<file path="src/rtl/line_seq_pkg.sv">
package line_seq_pkg;
    localparam int TW    = 32;
    localparam int SEL_W = 3;

    typedef enum logic [1:0] {
        ST_PDN    = 2'd0,
        ST_IDLE   = 2'd1,
        ST_ACTIVE = 2'd2,
        ST_RING   = 2'd3
    } line_st_e;

    typedef enum logic {
        PH_BURST = 1'b0,
        PH_PAUSE = 1'b1
    } ring_ph_e;

    typedef enum logic [SEL_W-1:0] {
        SEL_HALF  = 3'd0,
        SEL_BURST = 3'd1,
        SEL_PAUSE = 3'd2,
        SEL_TREF  = 3'd3,
        SEL_DEB   = 3'd4
    } cfg_sel_e;

    typedef struct packed {
        logic pd;
        logic d0;
        logic d1;
        logic d2;
    } mode_pins_t;

    typedef struct packed {
        logic [TW-1:0] half;
        logic [TW-1:0] burst;
        logic [TW-1:0] pause;
        logic [TW-1:0] tref;
        logic [TW-1:0] deb;
    } timing_t;

    localparam mode_pins_t PINS_OFF = '{pd: 1'b0, d0: 1'b0, d1: 1'b0, d2: 1'b0};

    function automatic mode_pins_t encode_mode(line_st_e st, logic pol);
        mode_pins_t m;
        case (st)
            ST_IDLE:   m = '{pd: 1'b1, d0: 1'b0, d1: 1'b0, d2: 1'b0};
            ST_ACTIVE: m = '{pd: 1'b1, d0: 1'b0, d1: 1'b1, d2: pol};
            ST_RING:   m = '{pd: 1'b1, d0: 1'b1, d1: 1'b0, d2: pol};
            default:   m = PINS_OFF;
        endcase
        return m;
    endfunction

    function automatic logic [TW-1:0] at_least_one(logic [TW-1:0] v);
        return (v == '0) ? TW'(1) : v;
    endfunction
endpackage

</file>
<file path="src/rtl/line_seq_cfg.sv">
module line_seq_cfg
    import line_seq_pkg::*;
#(
    parameter int CLK_HZ = 100_000_000
) (
    input  logic             clk,
    input  logic             rst,
    input  logic             we,
    input  logic [SEL_W-1:0] sel,
    input  logic [TW-1:0]    data,
    output timing_t          tm
);
    localparam longint HZ = longint'(CLK_HZ);
    localparam logic [TW-1:0] DEF_HALF  = TW'(HZ / 50);
    localparam logic [TW-1:0] DEF_BURST = TW'(HZ);
    localparam logic [TW-1:0] DEF_PAUSE = TW'(HZ * 4);
    localparam logic [TW-1:0] DEF_TREF  = TW'(HZ / 5);
    localparam logic [TW-1:0] DEF_DEB   = TW'(HZ / 100);

    logic [TW-1:0] wval;
    assign wval = at_least_one(data);

    always_ff @(posedge clk) begin
        if (rst) begin
            tm.half  <= at_least_one(DEF_HALF);
            tm.burst <= at_least_one(DEF_BURST);
            tm.pause <= at_least_one(DEF_PAUSE);
            tm.tref  <= at_least_one(DEF_TREF);
            tm.deb   <= at_least_one(DEF_DEB);
        end else if (we) begin
            case (cfg_sel_e'(sel))
                SEL_HALF:  tm.half  <= wval;
                SEL_BURST: tm.burst <= wval;
                SEL_PAUSE: tm.pause <= wval;
                SEL_TREF:  tm.tref  <= wval;
                SEL_DEB:   tm.deb   <= wval;
                default:   ;
            endcase
        end
    end
endmodule

</file>
<file path="src/rtl/line_seq_detfilt.sv">
module line_seq_detfilt
    import line_seq_pkg::*;
#(
    parameter int SYNC_STAGES = 2
) (
    input  logic          clk,
    input  logic          rst,
    input  logic          det_n,
    input  logic [TW-1:0] deb,
    output logic          lvl
);
    logic [SYNC_STAGES-1:0] sync_q;
    logic [TW-1:0]          cnt;
    logic                   s_out;

    assign s_out = sync_q[SYNC_STAGES-1];

    always_ff @(posedge clk) begin
        if (rst) begin
            sync_q <= '1;
        end else begin
            sync_q <= {sync_q[SYNC_STAGES-2:0], det_n};
        end
    end

    always_ff @(posedge clk) begin
        if (rst) begin
            lvl <= 1'b1;
            cnt <= '0;
        end else if (s_out == lvl) begin
            cnt <= '0;
        end else if (cnt >= deb - TW'(1)) begin
            lvl <= s_out;
            cnt <= '0;
        end else begin
            cnt <= cnt + TW'(1);
        end
    end
endmodule

</file>
<file path="src/rtl/line_seq_cadence.sv">
module line_seq_cadence
    import line_seq_pkg::*;
(
    input  logic          clk,
    input  logic          rst,
    input  logic          clear,
    input  logic          run,
    input  logic          stop,
    input  logic [TW-1:0] half,
    input  logic [TW-1:0] burst,
    input  logic [TW-1:0] pause,
    output logic          d2,
    output logic          in_pause,
    output logic          done
);
    ring_ph_e      phase;
    logic [TW-1:0] half_cnt;
    logic [TW-1:0] ph_cnt;
    logic          stopping;
    logic          half_end, burst_end, pause_end;

    assign in_pause  = (phase == PH_PAUSE);
    assign half_end  = (half_cnt >= half - TW'(1));
    assign burst_end = (phase == PH_BURST) && (ph_cnt >= burst - TW'(1));
    assign pause_end = (phase == PH_PAUSE) && (ph_cnt >= pause - TW'(1));
    assign done      = run && stopping && (in_pause || half_end || burst_end);

    always_ff @(posedge clk) begin
        if (rst || clear) begin
            phase    <= PH_BURST;
            half_cnt <= '0;
            ph_cnt   <= '0;
            stopping <= 1'b0;
            d2       <= 1'b0;
        end else if (run) begin
            stopping <= stopping | stop;
            if (done) begin
                d2 <= 1'b0;
            end else if (phase == PH_BURST) begin
                if (burst_end) begin
                    phase    <= PH_PAUSE;
                    ph_cnt   <= '0;
                    half_cnt <= '0;
                    d2       <= 1'b0;
                end else begin
                    ph_cnt <= ph_cnt + TW'(1);
                    if (half_end) begin
                        half_cnt <= '0;
                        d2       <= ~d2;
                    end else begin
                        half_cnt <= half_cnt + TW'(1);
                    end
                end
            end else begin
                if (pause_end) begin
                    phase    <= PH_BURST;
                    ph_cnt   <= '0;
                    half_cnt <= '0;
                end else begin
                    ph_cnt <= ph_cnt + TW'(1);
                end
            end
        end
    end
endmodule

</file>
<file path="src/rtl/line_seq.sv">
module line_seq
    import line_seq_pkg::*;
#(
    parameter int CLK_HZ = 100_000_000
) (
    input  logic             clk,
    input  logic             rst,
    input  logic             ring_req,
    input  logic             stop_req,
    input  logic             pwrdn_req,
    input  logic             wake_req,
    input  logic             pol_req,
    input  logic             det_n,
    input  logic             therm_alarm,
    input  logic             cfg_we,
    input  logic [SEL_W-1:0] cfg_sel,
    input  logic [TW-1:0]    cfg_data,
    output logic             pd,
    output logic             d0,
    output logic             d1,
    output logic             d2
);
    timing_t       tm;
    line_st_e      state, nxt;
    logic          alarm_q;
    logic          pol_q;
    logic [TW-1:0] tref_cnt;
    logic          det_lvl;
    logic          cad_d2, cad_pause, cad_done;
    logic          cad_run, cad_clear;
    mode_pins_t    pins;

    line_seq_cfg #(.CLK_HZ(CLK_HZ)) u_cfg (
        .clk(clk), .rst(rst), .we(cfg_we), .sel(cfg_sel), .data(cfg_data), .tm(tm)
    );

    line_seq_detfilt #(.SYNC_STAGES(2)) u_det (
        .clk(clk), .rst(rst), .det_n(det_n), .deb(tm.deb), .lvl(det_lvl)
    );

    assign cad_run   = (state == ST_RING) && !alarm_q;
    assign cad_clear = (state != ST_RING);

    line_seq_cadence u_cad (
        .clk(clk), .rst(rst), .clear(cad_clear), .run(cad_run), .stop(stop_req),
        .half(tm.half), .burst(tm.burst), .pause(tm.pause),
        .d2(cad_d2), .in_pause(cad_pause), .done(cad_done)
    );

    always_ff @(posedge clk) begin
        if (rst) alarm_q <= 1'b0;
        else     alarm_q <= therm_alarm;
    end

    always_comb begin
        nxt = state;
        if (pwrdn_req) begin
            nxt = ST_PDN;
        end else if (!alarm_q) begin
            case (state)
                ST_PDN:    if (wake_req) nxt = ST_IDLE;
                ST_IDLE: begin
                    if (!det_lvl)      nxt = ST_ACTIVE;
                    else if (ring_req) nxt = ST_RING;
                end
                ST_ACTIVE: if (det_lvl && (tref_cnt >= tm.tref - TW'(1))) nxt = ST_IDLE;
                ST_RING: begin
                    if (!det_lvl)      nxt = ST_ACTIVE;
                    else if (cad_done) nxt = ST_IDLE;
                end
                default:   nxt = ST_IDLE;
            endcase
        end
    end

    always_ff @(posedge clk) begin
        if (rst) begin
            state    <= ST_IDLE;
            pol_q    <= 1'b0;
            tref_cnt <= '0;
        end else begin
            state <= nxt;
            if (nxt == ST_ACTIVE && state != ST_ACTIVE)
                pol_q <= 1'b0;
            else if (state == ST_ACTIVE && pol_req && !alarm_q)
                pol_q <= ~pol_q;
            if (state != ST_ACTIVE || !det_lvl)
                tref_cnt <= '0;
            else if (!alarm_q)
                tref_cnt <= tref_cnt + TW'(1);
        end
    end

    assign pins = alarm_q ? PINS_OFF
                          : encode_mode(state, (state == ST_RING) ? cad_d2 : pol_q);
    assign pd = pins.pd;
    assign d0 = pins.d0;
    assign d1 = pins.d1;
    assign d2 = pins.d2;
endmodule

</file>
<file path="config.mk">
export PLATFORM = sky130hd
export DESIGN_NAME = line_seq
export DESIGN_NICKNAME = d
export VERILOG_FILES = /design/src/rtl/line_seq_pkg.sv /design/src/rtl/line_seq_cfg.sv /design/src/rtl/line_seq_detfilt.sv /design/src/rtl/line_seq_cadence.sv /design/src/rtl/line_seq.sv
export SDC_FILE = /design/constraint.sdc
export NUM_CORES = 1
export LEC_CHECK = 0
export CELL_PAD_IN_SITES_DETAIL_PLACEMENT = 0
export CELL_PAD_IN_SITES_GLOBAL_PLACEMENT = 1
export CORE_MARGIN = 8
export CORE_UTILIZATION = 40
export DETAILED_ROUTE_END_ITERATION = 12
export GPL_TIMING_DRIVEN = 0
export PLACE_DENSITY = 0.77
export SYNTH_ARGS = -nofsm -noshare
export SYNTH_HDL_FRONTEND = slang
export SYNTH_HIERARCHICAL = 1
export SYNTH_SLANG_ARGS = --single-unit
</file>
<file path="constraint.sdc">
create_clock -name clk -period 5.15 [get_ports clk]
set_input_delay 0.7725 -clock clk [delete_from_list [all_inputs] [get_ports clk]]
set_output_delay 0.7725 -clock clk [all_outputs]
set_load 0.05 [all_outputs]
</file>
==> summary.txt <==
Detailed routing
  • Met2 wire length: 25.2 mm
  • Met1 WL: 25.0 mm
  • Residual DRC: 0
  • Routed Antenna Nets: 0
  • Drt pass-1 iters: 6
  • Top sig layer: met4
  • Via Count: 16717
  • Detailed router's first-iteration violation count: 1093
  • Drt total wl: 54.8 mm
  • DR WL met3: 2.19 mm
  • Vias/cell: 5.48
  • WL per Instance: 17.9 um

Clock network
  • Clk Tree Root Cell: clkbuf_16
  • Clock Latency Late Sink: 0.56 ns
  • Reg clk slew, reported paths: 0.06 ns
  • Num CTS Buffers: 35
  • Clock Tree Buf Depth: 3
  • Clock net sink count: 298
  • TritonCTS clock tree: done
  • Max H-tree Level: 2

Logic synthesis
  • Post-synthesis cell type count: 83
  • Synth Area in Compound Gates: 13.0%
  • Top FF cell, synth: dfxtp_1
  • Mapped Nets: 2543
  • Xor-xnor portion of the synthesized cell area: 9.63%
  • Post-Syn Area: 0.0186 mm2
  • Post-Syn Instances: 2329
  • Post-synthesis mux area share: 0.228%
  • Post-synthesis adder-cell area fraction: 11.3%
  • Yosys top cell area share: 32.0%
  • EDFF count, synth: 0
  • Seq cells post-synth: 298
  • Post-synthesis sequential area ratio: 32.0%
  • Post-Synth Simple-Gate Area: 30.0%
  • Synth Area per Inst: 8.01 um2
  • Largest family of logic cells by synthesized area: simple AND/OR/NAND/NOR gates
  • Post-synthesis async set-or-reset flop share: 0%
  • Cell with the most instances after synthesis: nand2_1
  • Yosys Warn Count: 6
  • Post-synth top area cell: dfxtp_1
  • Largest cells by area after synthesis: dfxtp_1 (32%), ha_1 (11%), nand2_1 (9.2%)
  • Synth top cells by count: nand2_1 (458), dfxtp_1 (298), a21oi_1 (197)

STA
  • RSZ-0062 raised after global routing: true
  • Worst Tran Pin Value: 1.02 ns
  • Clock skew: 0.0186 ns
  • PnR worst setup slack: 0.216 ns
  • Endpoints failing hold: 0
  • Endpoints failing setup: 0
  • Peak Freq: 0.203 GHz
  • Max-slew violations: 0
  • Setup TNS Final: 0 ns
  • Hold slack: 0.411 ns
  • Relative slew slack: 31.9%
  • Final period utilization: 95.8%
  • Final Critical Period: 4.93 ns

Critical path
  • Critical path class: flop to flop
  • CP max-delay cell: or4_4
  • CP peak stage delay: 0.45 ns
  • CP top delay family: simple AND/OR/NAND/NOR gates
  • Worst path cell trace: or3_4, or4_4, or3_4, nor3_4, nand2_2, or3_1, xor2_1, ha_1, nand4_1, nor3_1, a22oi_2, o211ai_1, buf_4, nor4_4, a21boi_4, buf_4, buf_6, buf_6, o31ai_1, a21oi_1
  • Worst Setup End Kind: flop
  • Worst R2R Path Depth: 20
  • CP Depth: 20
  • Crit path arrival time: 5.34 ns
  • Worst path bufs/invs: 4
  • Critical path peak fanout: 10
  • Critical path launch point type: flop
  • Worst Path Required: 5.55 ns

Die
  • IO Count: 49
  • Standard-cell rows: 79
  • DIE WIDTH: 232 um
  • Initial Utilization: 40.3%
  • Area of the core: 0.0463 mm2
  • Die area: 0.0538 mm2
  • Die H: 232 um

Global route
  • GR Overflow Total: 0
  • Gr usage total: 19.8%
  • First-pass GRT wire length: 86.3 mm
  • Vias in the first global route: 16085
  • Initial antenna violation count: 0
  • Largest net degree at the start of global routing: 19

Pwr
  • LEAKAGE: 7.86 nW
  • Tot Pwr: 5.33 mW
  • P per Cell Area: 251 mW/mm2
  • Max VDD drop: 163 uV

Status
  • Status: complete, no violations

Layout
  • Layout cells sized above 1: 7.73%
  • Area Overhead vs Synth: 14.0%
  • # diodes: 0
  • Nets: 2634
  • Final Util: 46.0%
  • Layout Cells excl Fill: 3052
  • Post-route cell area: 0.0213 mm2

Job
  • Max Cap Viol: 0

Placement
  • GP Congestion: 0.841
  • Placement Cell Area: 0.0199 mm2
  • Worst slack, placed: -0.201 ns
  • IO Port Bufs: 48
  • Placed Cells: 2985
  • Hpwl dp: 41.3 mm

Hold path
  • Hold WC Path Type: flop to flop
  • Cell count of the worst hold path: 1
==> registers in the layout (all words and copies together), names as in the netlist <==
| register | count |
|---|---|
| tref_cnt | 32 |
| u_det/sync_q | 2 |
| pol_q | 1 |
| alarm_q | 1 |
| u_cad/stopping | 1 |
| u_cad/ph_cnt | 32 |
| u_det/cnt | 32 |
| u_cad/d2 | 1 |
| u_cad/half_cnt | 32 |
| u_cfg/tm | 160 |
| state | 2 |
| u_cad/in_pause | 1 |
| u_det/lvl | 1 |
==> worst paths after layout <==
path | start | endpoint | slack [ns]
setup / recovery | u_cfg/tm[135] | u_cad/ph_cnt[30] | 0.22
hold / removal | u_det/sync_q[0] | u_det/sync_q[1] | 0.41
setup reg to reg | u_cfg/tm[135] | u_cad/ph_cnt[30] | 0.22
hold reg to reg | u_det/sync_q[0] | u_det/sync_q[1] | 0.41
==> cell families (layout without fill, tap and decap cells) <==
family	count (synthesis)	in the layout
mux	4	4
flops	298	298
fa+ha+maj	169	169
xor+xnor	205	205
buf+inv	133	249
simple gates	1123	1123
compound gates	397	397
==> placed cells by master, fill, tap and decap left out, drive strengths merged, types with 44 or more instances in the layout <==
master	synthesis	routed
nor4	44	44
nand2	460	460
nand3	76	76
clkbuf	59	104
nor2	180	180
o21ai	52	52
xnor2	114	114
nand3b	57	57
nor3	74	74
ha	169	169
clkdlybuf4s50	0	48
xor2	91	91
buf	40	50
dfxtp	298	298
a21oi	210	210
==> power breakdown <==
group          internal, mW  switching, mW
combinational         0.178          0.273
clock                  1.45           1.04
sequential             2.34         0.0471
total                  3.97           1.36
==> cell type report <==
| cell class | instances | area [um2] |
|---|---|---|
| inverter | 34 | 128 |
| fill | 4616 | 25000 |
| clock inverter | 13 | 110 |
| clock buffer | 49 | 1030 |
| buffer | 97 | 591 |
| tap | 607 | 759 |
| timing repair buffer | 56 | 537 |
| sequential | 298 | 5970 |
| multi-input combinational | 1898 | 12100 |
==> layer usage <==
| layer | vias up | GRT usage, % |
|---|---|---|
| met5 | - | 0 |
| met4 | 0 | 9.33 |
| met3 | 123 | 2.52 |
| met2 | 382 | 33.1 |
| met1 | 7787 | 25.2 |
| li1 | 8425 | - |
==> timing repair <==
action                                  4_1_cts  5_1_grt
pin swaps                                     0        8
hold buffers                                  0        0
resized for setup                             8       42
buffers inserted                              0        7
endpoints found under the setup margin       54       66
No activity file was read; power rests on OpenSTA's default activity.
